## config.mk

```make
export PLATFORM = sky130hd
export DESIGN_NAME = prio_irq_ctrl
export DESIGN_NICKNAME = d
export VERILOG_FILES = /design/src/rtl/prio_irq_pkg.sv /design/src/rtl/irq_host_if.sv /design/src/rtl/irq_req_capture.sv /design/src/rtl/irq_resolver.sv /design/src/rtl/prio_irq_ctrl.sv
export SDC_FILE = /design/constraint.sdc
export NUM_CORES = 1
export LEC_CHECK = 0
export BUFFER_PORTS_ARGS = -buffer_cell sky130_fd_sc_hd__buf_2
export CAP_MARGIN = 30
export CORE_ASPECT_RATIO = 1.25
export CORE_MARGIN = 2
export CORE_UTILIZATION = 49
export DETAILED_ROUTE_END_ITERATION = 7
export PLACE_DENSITY = 0.68
export RECOVER_POWER = 50
export SLEW_MARGIN = 20
export SYNTH_ARGS = -nofsm -noshare
export SYNTH_HDL_FRONTEND = slang
export SYNTH_SLANG_ARGS = --single-unit
```

## constraint.sdc

```tcl
create_clock -name clk -period 2.9 [get_ports clk]
set_clock_uncertainty 0.15 [all_clocks]
set_input_delay 0.29 -clock clk [delete_from_list [all_inputs] [get_ports clk]]
set_output_delay 0.29 -clock clk [all_outputs]
set_load 0.1 [all_outputs]
```

## src/rtl/prio_irq_pkg.sv

```systemverilog
package prio_irq_pkg;

    localparam int NUM_LVL = 8;
    localparam int IDX_W   = $clog2(NUM_LVL);
    localparam int DATA_W  = 8;
    localparam int BASE_W  = DATA_W - IDX_W;

    typedef logic [NUM_LVL-1:0] lvl_vec_t;
    typedef logic [IDX_W-1:0]   lvl_idx_t;

    typedef enum logic [1:0] {
        SLOT_MASK = 2'd0,
        SLOT_MODE = 2'd1,
        SLOT_BASE = 2'd2,
        SLOT_CMD  = 2'd3
    } wr_slot_e;

    typedef enum logic [1:0] {
        VIEW_MASK = 2'd0,
        VIEW_PEND = 2'd1,
        VIEW_SERV = 2'd2,
        VIEW_MODE = 2'd3
    } rd_slot_e;

    typedef struct packed {
        logic     valid;
        lvl_vec_t onehot;
        lvl_idx_t idx;
    } grant_t;

    // isolate the lowest set bit (most urgent level)
    function automatic lvl_vec_t lowest_bit(input lvl_vec_t v);
        return v & (~v + lvl_vec_t'(1));
    endfunction

    function automatic lvl_idx_t bit_index(input lvl_vec_t oh);
        lvl_idx_t r;
        r = '0;
        for (int k = 0; k < NUM_LVL; k++)
            if (oh[k]) r = lvl_idx_t'(k);
        return r;
    endfunction

    // levels strictly more urgent than the most urgent in-service level;
    // an empty in-service set yields all ones
    function automatic lvl_vec_t outrank_mask(input lvl_vec_t serv);
        return lowest_bit(serv) - lvl_vec_t'(1);
    endfunction

endpackage

```

## src/rtl/irq_host_if.sv

```systemverilog
module irq_host_if
    import prio_irq_pkg::*;
(
    input  logic              clk,
    input  logic              rst,
    input  logic              cs_n,
    input  logic              rd_n,
    input  logic              wr_n,
    input  logic [1:0]        addr,
    input  logic [DATA_W-1:0] wdata,
    output lvl_vec_t          mask,
    output lvl_vec_t          trig_level,
    output logic [BASE_W-1:0] vec_base,
    output logic              eoi_stb,
    output logic              rd_en
);

    logic wr_en;
    assign wr_en   = !cs_n && !wr_n;
    assign rd_en   = !cs_n && !rd_n;
    assign eoi_stb = wr_en && (wr_slot_e'(addr) == SLOT_CMD);

    always_ff @(posedge clk) begin
        if (rst) begin
            mask       <= '1;
            trig_level <= '0;
            vec_base   <= '0;
        end else if (wr_en) begin
            case (wr_slot_e'(addr))
                SLOT_MASK: mask       <= wdata;
                SLOT_MODE: trig_level <= wdata;
                SLOT_BASE: vec_base   <= wdata[DATA_W-1:IDX_W];
                default:   ;
            endcase
        end
    end

    // no register moves without a selected write
    a_r9_no_write_unselected: assert property (@(posedge clk) disable iff (rst)
        !wr_en |=> ($stable(mask) && $stable(trig_level) && $stable(vec_base)));

endmodule

```

## src/rtl/irq_req_capture.sv

```systemverilog
module irq_req_capture
    import prio_irq_pkg::*;
(
    input  logic     clk,
    input  logic     rst,
    input  lvl_vec_t req_in,
    input  lvl_vec_t trig_level,
    input  lvl_vec_t clr,
    output lvl_vec_t pend
);

    lvl_vec_t prev;

    for (genvar i = 0; i < NUM_LVL; i++) begin : g_line
        logic rise;
        assign rise = req_in[i] && !prev[i];

        always_ff @(posedge clk) begin
            if (rst) begin
                prev[i] <= 1'b0;
                pend[i] <= 1'b0;
            end else begin
                prev[i] <= req_in[i];
                if (trig_level[i])
                    pend[i] <= req_in[i];
                else if (rise)
                    pend[i] <= 1'b1;
                else if (clr[i])
                    pend[i] <= 1'b0;
            end
        end

        // an edge-mode pending bit survives until it is granted
        a_r2_edge_hold: assert property (@(posedge clk) disable iff (rst)
            (!trig_level[i] && pend[i] && !clr[i]) |=> pend[i]);

        // an edge-mode grant drops the pending bit
        a_r6_edge_clear: assert property (@(posedge clk) disable iff (rst)
            (!trig_level[i] && clr[i] && !rise) |=> !pend[i]);
    end

endmodule

```

## src/rtl/irq_resolver.sv

```systemverilog
module irq_resolver
    import prio_irq_pkg::*;
(
    input  logic     clk,
    input  logic     rst,
    input  lvl_vec_t pend,
    input  lvl_vec_t mask,
    input  logic     ack,
    input  logic     eoi,
    output lvl_vec_t serv,
    output grant_t   grant,
    output logic     irq_out
);

    lvl_vec_t eligible;
    lvl_vec_t serv_nxt;

    assign eligible     = pend & ~mask & outrank_mask(serv);
    assign grant.valid  = |eligible;
    assign grant.onehot = lowest_bit(eligible);
    assign grant.idx    = bit_index(grant.onehot);
    assign irq_out      = grant.valid;

    always_comb begin
        serv_nxt = serv;
        if (eoi)
            serv_nxt = serv_nxt & ~lowest_bit(serv);
        if (ack && grant.valid)
            serv_nxt = serv_nxt | grant.onehot;
    end

    always_ff @(posedge clk) begin
        if (rst) serv <= '0;
        else     serv <= serv_nxt;
    end

    // at most one level is granted
    always_comb begin
        a_r5_single_grant: assert ($onehot0(grant.onehot));
    end

    // a grant lands in the in-service register
    a_r6_grant_in_service: assert property (@(posedge clk) disable iff (rst)
        (ack && grant.valid && !eoi) |=> ((serv & $past(grant.onehot)) == $past(grant.onehot)));

    // end of service removes exactly one level
    a_r8_eoi_one_level: assert property (@(posedge clk) disable iff (rst)
        (eoi && !ack && serv != '0) |=> ($countones(serv) + 1 == $countones($past(serv))));

    // an acknowledge without a grant leaves the in-service set alone
    a_r10_spurious_stable: assert property (@(posedge clk) disable iff (rst)
        (ack && !grant.valid && !eoi) |=> $stable(serv));

endmodule

```

## src/rtl/prio_irq_ctrl.sv

```systemverilog
module prio_irq_ctrl
    import prio_irq_pkg::*;
(
    input  logic              clk,
    input  logic              rst,
    input  logic [7:0]        req_in,
    input  logic              cs_n,
    input  logic              rd_n,
    input  logic              wr_n,
    input  logic [1:0]        addr,
    input  logic [7:0]        wdata,
    output logic [7:0]        rdata,
    input  logic              ack_n,
    output logic              irq_out
);

    lvl_vec_t          mask, trig_level, pend, serv, clr;
    logic [BASE_W-1:0] vec_base;
    logic              eoi_stb, rd_en, ack;
    grant_t            grant;

    assign ack = !ack_n;
    assign clr = (ack && grant.valid) ? grant.onehot : '0;

    irq_host_if u_host (
        .clk        (clk),
        .rst        (rst),
        .cs_n       (cs_n),
        .rd_n       (rd_n),
        .wr_n       (wr_n),
        .addr       (addr),
        .wdata      (wdata),
        .mask       (mask),
        .trig_level (trig_level),
        .vec_base   (vec_base),
        .eoi_stb    (eoi_stb),
        .rd_en      (rd_en)
    );

    irq_req_capture u_cap (
        .clk        (clk),
        .rst        (rst),
        .req_in     (req_in),
        .trig_level (trig_level),
        .clr        (clr),
        .pend       (pend)
    );

    irq_resolver u_res (
        .clk     (clk),
        .rst     (rst),
        .pend    (pend),
        .mask    (mask),
        .ack     (ack),
        .eoi     (eoi_stb),
        .serv    (serv),
        .grant   (grant),
        .irq_out (irq_out)
    );

    always_comb begin
        rdata = '0;
        if (ack) begin
            rdata = grant.valid ? {vec_base, grant.idx} : {vec_base, {IDX_W{1'b1}}};
        end else if (rd_en) begin
            case (rd_slot_e'(addr))
                VIEW_MASK: rdata = mask;
                VIEW_PEND: rdata = pend;
                VIEW_SERV: rdata = serv;
                VIEW_MODE: rdata = trig_level;
                default:   rdata = '0;
            endcase
        end
    end

    // the output never rises for masked-only requests
    a_r4_mask_blocks: assert property (@(posedge clk) disable iff (rst)
        irq_out |-> ((pend & ~mask) != '0));

    // with nothing pending the output stays low
    a_r7_idle_low: assert property (@(posedge clk) disable iff (rst)
        (pend == '0) |-> !irq_out);

endmodule

```

## Yosys cells after proc, flatten, opt, wreduce, memory -nomap -nowiden

Cells that the tools add are included.

| storage, ports and cells | value |
|---|---|
| flip-flop bits (word level) | 45 |
| bits in latches | 0 |
| RAM bits | 0 |
| bits in read-only memories | 0 |
| bits of input ports | 24 |
| output and inout bits | 9 |
| logic and storage cells | 111 |
| memories kept | 0 |

| cells by class | value |
|---|---|
| $add $sub $neg | 3 |
| multipliers | 0 |
| divide/modulo/power cells | 0 |
| order comparisons | 0 |
| equality and inequality tests | 3 |
| shifts and indexed selects | 0 |
| muxes and demuxes | 38 |
| bitwise operators | 10 |
| reductions and logical operators | 37 |

Operators with widths:

| cell | count |
|---|---|
| bitwise AND 8 bit | 5 |
| two-way mux 8 bit | 5 |
| inverter 8 bit | 4 |
| one-hot mux 8 bit (4 select lines) | 1 |
| two-way mux 1 bit | 25 |
| nonzero test 3 bit | 8 |
| adder 8 x 1 -> 8 bit, second input constant | 2 |
| two-way mux 3 bit | 5 |
| logical AND 1 bit | 12 |
| logical NOT 1 bit | 12 |
| bitwise OR 8 bit | 1 |
| OR reduction 8 bit | 1 |
| subtractor 8 x 1 -> 8 bit, second input constant | 1 |
| AND reduction 2 bit | 3 |
| == test 2 bit, second input constant | 2 |
| two-way mux 2 bit | 2 |
| == test 2 x 1 -> 1 bit, second input constant | 1 |
| logical NOT 2 bit | 1 |

## Depth between registers and ports, before layout

| logic depth | value |
|---|---|
| depth after elaboration | 17 |
| gate-level depth with buffers | 6 |

## By module

From an unflattened synthesis, not the netlist that was laid out.

| unflattened totals | value |
|---|---|
| cell total of the unflattened synthesis | 271 |
| area, all modules | 2597.5 sq um |

Modules (own cells, without submodules):

| module | instances | cells an instance | area an instance (sq um) | sequential area each (sq um) |
|---|---|---|---|---|
| irq_host_if | 1 | 92 | 935.9 | 420.4 |
| irq_req_capture | 1 | 49 | 639.4 | 320.3 |
| irq_resolver | 1 | 79 | 620.6 | 160.2 |
| prio_irq_ctrl | 1 | 51 | 401.6 | 0.0 |

## Worst setup path before layout

Ideal clock, no wire load.

| path | value |
|---|---|
| path type | register -> output |
| from | reg u_res.serv[0] |
| to | out rdata[0] |
| data arrival time | 3.399 ns |
| data required time | 2.460 ns |
| setup slack | -0.939 ns |
| cell stages (with the launch flop) | 7 |
| path buffers | 1 |
| path through | dfxtp_1 -> buf_6 -> nor4_1 -> a22oi_1 -> nand2_1 -> nor2_1 -> o32ai_1 |

| on the way | value |
|---|---|
| longest elaborated chain between the ends | 17 |
| elaborated cells on any way between the ends | 20 |
| those cells by class | add/sub (3); mux (11); bitwise (5); reduce/logical (1) |

RTL lines:

| element | line | source |
|---|---|---|
| start, declared | irq_resolver.sv:10 | `output lvl_vec_t serv,` |
| start signal, assigned | irq_resolver.sv:34 | `else serv <= serv_nxt;` |
| inverter 8 bit | prio_irq_pkg.sv:33 | `return v & (~v + lvl_vec_t'(1));` |
| adder 8 x 1 -> 8 bit | prio_irq_pkg.sv:33 |  |
| bitwise AND 8 bit | prio_irq_pkg.sv:33 |  |
| subtractor 8 x 1 -> 8 bit | prio_irq_pkg.sv:47 | `return lowest_bit(serv) - lvl_vec_t'(1);` |
| bitwise AND 8 bit | irq_resolver.sv:18 | `assign eligible = pend & ~mask & outrank_mask(serv);` |
| inverter 8 bit | prio_irq_pkg.sv:33 |  |
| adder 8 x 1 -> 8 bit | prio_irq_pkg.sv:33 |  |
| bitwise AND 8 bit | prio_irq_pkg.sv:33 |  |
| two-way mux 1 bit | prio_irq_pkg.sv:40 | `if (oh[k]) r = lvl_idx_t'(k);` |
| two-way mux 2 bit (2 in series) | prio_irq_pkg.sv:40 |  |
| two-way mux 3 bit (4 in series) | prio_irq_pkg.sv:40 |  |
| two-way mux 3 bit | prio_irq_ctrl.sv:64 | `rdata = grant.valid ? {vec_base, grant.idx} : {vec_base, {IDX_W{1'b1}}};` |
| two-way mux 8 bit * | prio_irq_ctrl.sv:63 | `if (ack) begin` |
| end, declared | prio_irq_ctrl.sv:12 | `output logic [7:0] rdata,` |

Every way passes the cells marked *; elsewhere a longest branch is shown, timed or not.

## Worst setup path after layout

| path | value |
|---|---|
| from | reg u_res.serv[1] |
| to | out rdata[0] |

| on the way | value |
|---|---|
| longest elaborated chain between the ends | 17 |
| elaborated cells on any way between the ends | 18 |
| those cells by class | add/sub (3); mux (9); bitwise (5); reduce/logical (1) |

RTL lines:

| element | line |
|---|---|
| inverter 8 bit | prio_irq_pkg.sv:33 |
| adder 8 x 1 -> 8 bit | prio_irq_pkg.sv:33 |
| bitwise AND 8 bit * | prio_irq_pkg.sv:33 |
| subtractor 8 x 1 -> 8 bit * | prio_irq_pkg.sv:47 |
| bitwise AND 8 bit * | irq_resolver.sv:18 |
| inverter 8 bit | prio_irq_pkg.sv:33 |
| adder 8 x 1 -> 8 bit | prio_irq_pkg.sv:33 |
| bitwise AND 8 bit | prio_irq_pkg.sv:33 |
| two-way mux 1 bit | prio_irq_pkg.sv:40 |
| two-way mux 2 bit (2 in series) | prio_irq_pkg.sv:40 |
| two-way mux 3 bit (4 in series) | prio_irq_pkg.sv:40 |
| two-way mux 3 bit * | prio_irq_ctrl.sv:64 |
| two-way mux 8 bit * | prio_irq_ctrl.sv:63 |

Marked as above.

==> key figures <==
Die
  • Initial Utilization: just over 50%
  • FP Rows: 27
  • Die Wd: roughly 64 µm
  • CORE AREA: between 4000 and 5000 µm²
  • Die area: roughly 5100 µm²
  • Number of placed I/O pins: 33
  • DIE HEIGHT: 79.2 µm

STA
  • Setup ws final: approximately 0.16 ns
  • Max transition margin: a little over a quarter
  • Final setup fails: 0
  • Unrepaired setup endpoints after global routing: no
  • Fin. max-slew vios: 0
  • Max frequency: ~0.36 GHz
  • Worst slew pin tran: ~1.1 ns
  • Fin. Hold Viols: 0
  • Fin Hold WS: a little under 0.06 ns
  • Final min period: around 2.7 ns
  • Fin crit share: 94.5%

Pwr
  • Power Dens Cells: 514 nW/µm²
  • Pwr Total: 1.29 mW
  • Comb power frac: 16.0%
  • P_int: about 930 µW
  • Clock power share: approximately a third
  • Leak: between 0.9 and 1 nW
  • Sw power: between 300 and 400 µW
  • Register share of total power: between 50% and 60%
  • Worst VDD drop: 0.295 mV
  • Net Sw Frac: between 20% and 30%

Detailed routing
  • DRC viols: 0
  • Vias per inst: about 5.7
  • Antenna viol nets, final: 0
  • Vias: just under 2000
  • Drt pass-1 iters: 4
  • Met1 Wirelength: around 2.2 mm
  • Max Used Layer: met4
  • Initial drt markers: 84
  • Wire length on met3: 279 µm
  • DRT Wirelength: 5.25 mm
  • DR WL met2: around 2.7 mm
  • Wire per inst: 15.3 µm

Critical path
  • Crit path capture type: primary output
  • Worst Path Required: ~2.5 ns
  • R2R Setup Slk: roughly 0.80 ns
  • WS Path Type: register to primary output
  • Maximum fanout along the worst path: 8
  • Type of origin of the critical path: register
  • Reg-to-Reg End: u_cap.pend[7]
  • Cells on worst reg2reg path: 5
  • WP data arrival: 2.30 ns
  • Reg-to-Reg Start: u_res.serv[0]

Synthesis
  • Yosys top cell area share: 40.6%
  • Synthesized flop and latch total: 45
  • Synth Flop Type: dfxtp_1
  • Synth Instances: approximately 250
  • Top cells by area, synth: dfxtp_1 41%, mux4_2 7.1%, a21oi_1 5.9%, nor2b_1 5.6%, nand2_1 3.7%
  • Asr flop ratio synth: 0%
  • Syn nets: approximately 280
  • Synth unique cells: 47
  • Area leader, netlist: dfxtp_1
  • Post-synth EDFFs: 0
  • Mean post-synth cell area: 8.76 µm²
  • Mapped Area: roughly 2200 µm²
  • Syn. warnings: 0
  • Sequential-to-total area share from yosys stat: 40.6%

Clock network
  • CTS tree: built
  • Post-CTS Resized: 0
  • Num CTS Buffers: 5
  • H-tree Lvls: 2
  • Sink Count: 45
  • Post-CTS setup buffer count: 0
  • Clk root buf: clkbuf_8
  • Clock-pin slew on the worst setup and hold paths: ~0.08 ns
  • Clk Latency, worst-skew pair: approximately 0.3 ns
  • Hold_buf cts: 0
  • Max Root-Sink Buffers: 2

Placement
  • Number of I/O port buffers: 32
  • Placed inst area: 2420 µm²
  • RD Place Congestion: 0.909
  • Worst slack, placed: ~0.5 ns
  • Post-DP HPWL: 3.84 mm

Finish
  • Synth-to-layout area growth: 13.1%
  • Nets: around 310
  • Antenna diodes: 0
  • Final core utilization: 57.1%
  • Final instance area: 2510 µm²
  • Fraction of layout cells with a size suffix above 1: approximately a fifth

Min path
  • Hold path endpoint: u_host.mask[2]
  • Hold Crit Depth: 2
  • Hold path start: wdata[2]
  • Min-Delay Path Class: primary input to register

GRT
  • Initial antenna violation count: 0
  • Global route total overflow: 0
  • Largest net degree at the start of global routing: 26
  • First-pass GRT wire length: 8.90 mm
  • Vias in the first global route: just under 2000
  • Overall global routing resource usage: roughly 22%

Job
  • # Max-Cap Violations: 0

Outcome
  • Status: complete, no violations
area by class of cell:
cell class | count | area [µm²]
tap | 58 | 72.6
clock buffer | 7 | 96.3
inverter | 20 | 75.1
clock inverter | 1 | 5.00
timing repair buffer | 35 | 176
sequential | 45 | 901
multi-input combinational | 176 | 1180
fill | 426 | 1880
cells in the mapped netlist, drive strengths merged (2+ instances only):
master / number
nor4b: 2
nand3: 5
nor4: 4
inv: 20
o21ai: 13
dfxtp: 45
o22ai: 5
nor2: 21
buf: 5
or3b: 3
nor3b: 5
nor2b: 20
nand2: 22
clkbuf: 7
o31ai: 2
a21oi: 26
or3: 2
o21a: 2
or2: 2
mux4: 8
nand2b: 5
nand3b: 2
nor3: 3
a211o: 8
worst max-delay path: stages, from the launching register on:
cell and delay [ns]:
dfxtp_1 0.39, or4_4 0.60, nor4_4 0.32, nand3_2 0.14, nor2_1 0.15, o32ai_2 0.10, buf_2 0.30
stage by stage:
stage	std cells	setup TNS (ns)
2_1_floorplan	253	-1.20
3_3_place_gp	334	0
3_5_place_dp	334	0
4_1_cts	342	0
5_1_grt	342	0
6_report	342	0
registers in the layout, summed over array words and instances, names as in the netlist:
name,cells
u_host.vec_base,5
u_cap.prev,8
u_cap.pend,8
u_res.serv,8
u_host.trig_level,8
u_host.mask,8
cells in the final DEF (no fill, tap or decap), drive strengths merged, types with 4 or more instances in the layout:
| cell type | Yosys | final |
|---|---|---|
| nand2b | 5 | 5 |
| nor2 | 21 | 21 |
| o21ai | 13 | 13 |
| mux4 | 8 | 8 |
| buf | 5 | 32 |
| nor3b | 5 | 5 |
| nor4 | 4 | 4 |
| nand3 | 5 | 5 |
| inv | 20 | 20 |
| a21oi | 26 | 26 |
| clkbuf | 7 | 10 |
| nor2b | 20 | 20 |
| o22ai | 5 | 5 |
| nand2 | 22 | 22 |
| a211o | 8 | 8 |
| dfxtp | 45 | 45 |
worst max-delay path by stage:
stage | depth (start not counted) | endpoint | slack [ns] | startpoint
finish | 6 | rdata[0] | 0.16 | u_res.serv[1]
CTS | 6 | rdata[0] | 0.17 | u_res.serv[1]
global placement | 6 | rdata[0] | 0.52 | u_res.serv[1]
floorplan | 3 | rdata[1] | -0.60 | cs_n
global route | 6 | rdata[0] | 0.06 | u_res.serv[1]
detailed placement | 6 | rdata[0] | 0.50 | u_res.serv[1]
layer usage:
| layer | global-route usage, % | vias to the layer above |
|---|---|---|
| met5 | 0 | - |
| li1 | - | 954 |
| met4 | 9.15 | 0 |
| met1 | 25.5 | 907 |
| met3 | 4.53 | 15 |
| met2 | 40.6 | 60 |
power by group through the flow:
stage	Sequential, mW	Combinational (mW)	Clock (mW)
after floorplan	0.667	0.162	0
after global placement	0.674	0.206	0
after detailed placement	0.674	0.208	0
after CTS	0.660	0.208	0.434
after global routing	0.663	0.223	0.455
final	0.660	0.206	0.423
cells by family (layout without fill, tap and decap cells):
family          count (synthesis)  after routing  share of synthesized area, %
mux                             8              8                          8.30
compound gates                 68             68                          19.3
simple gates                  100            100                          25.7
buf+inv                        32             63                          6.09
flops                          45             45                          40.6
Note: power is estimated with default switching activity, not from simulation.
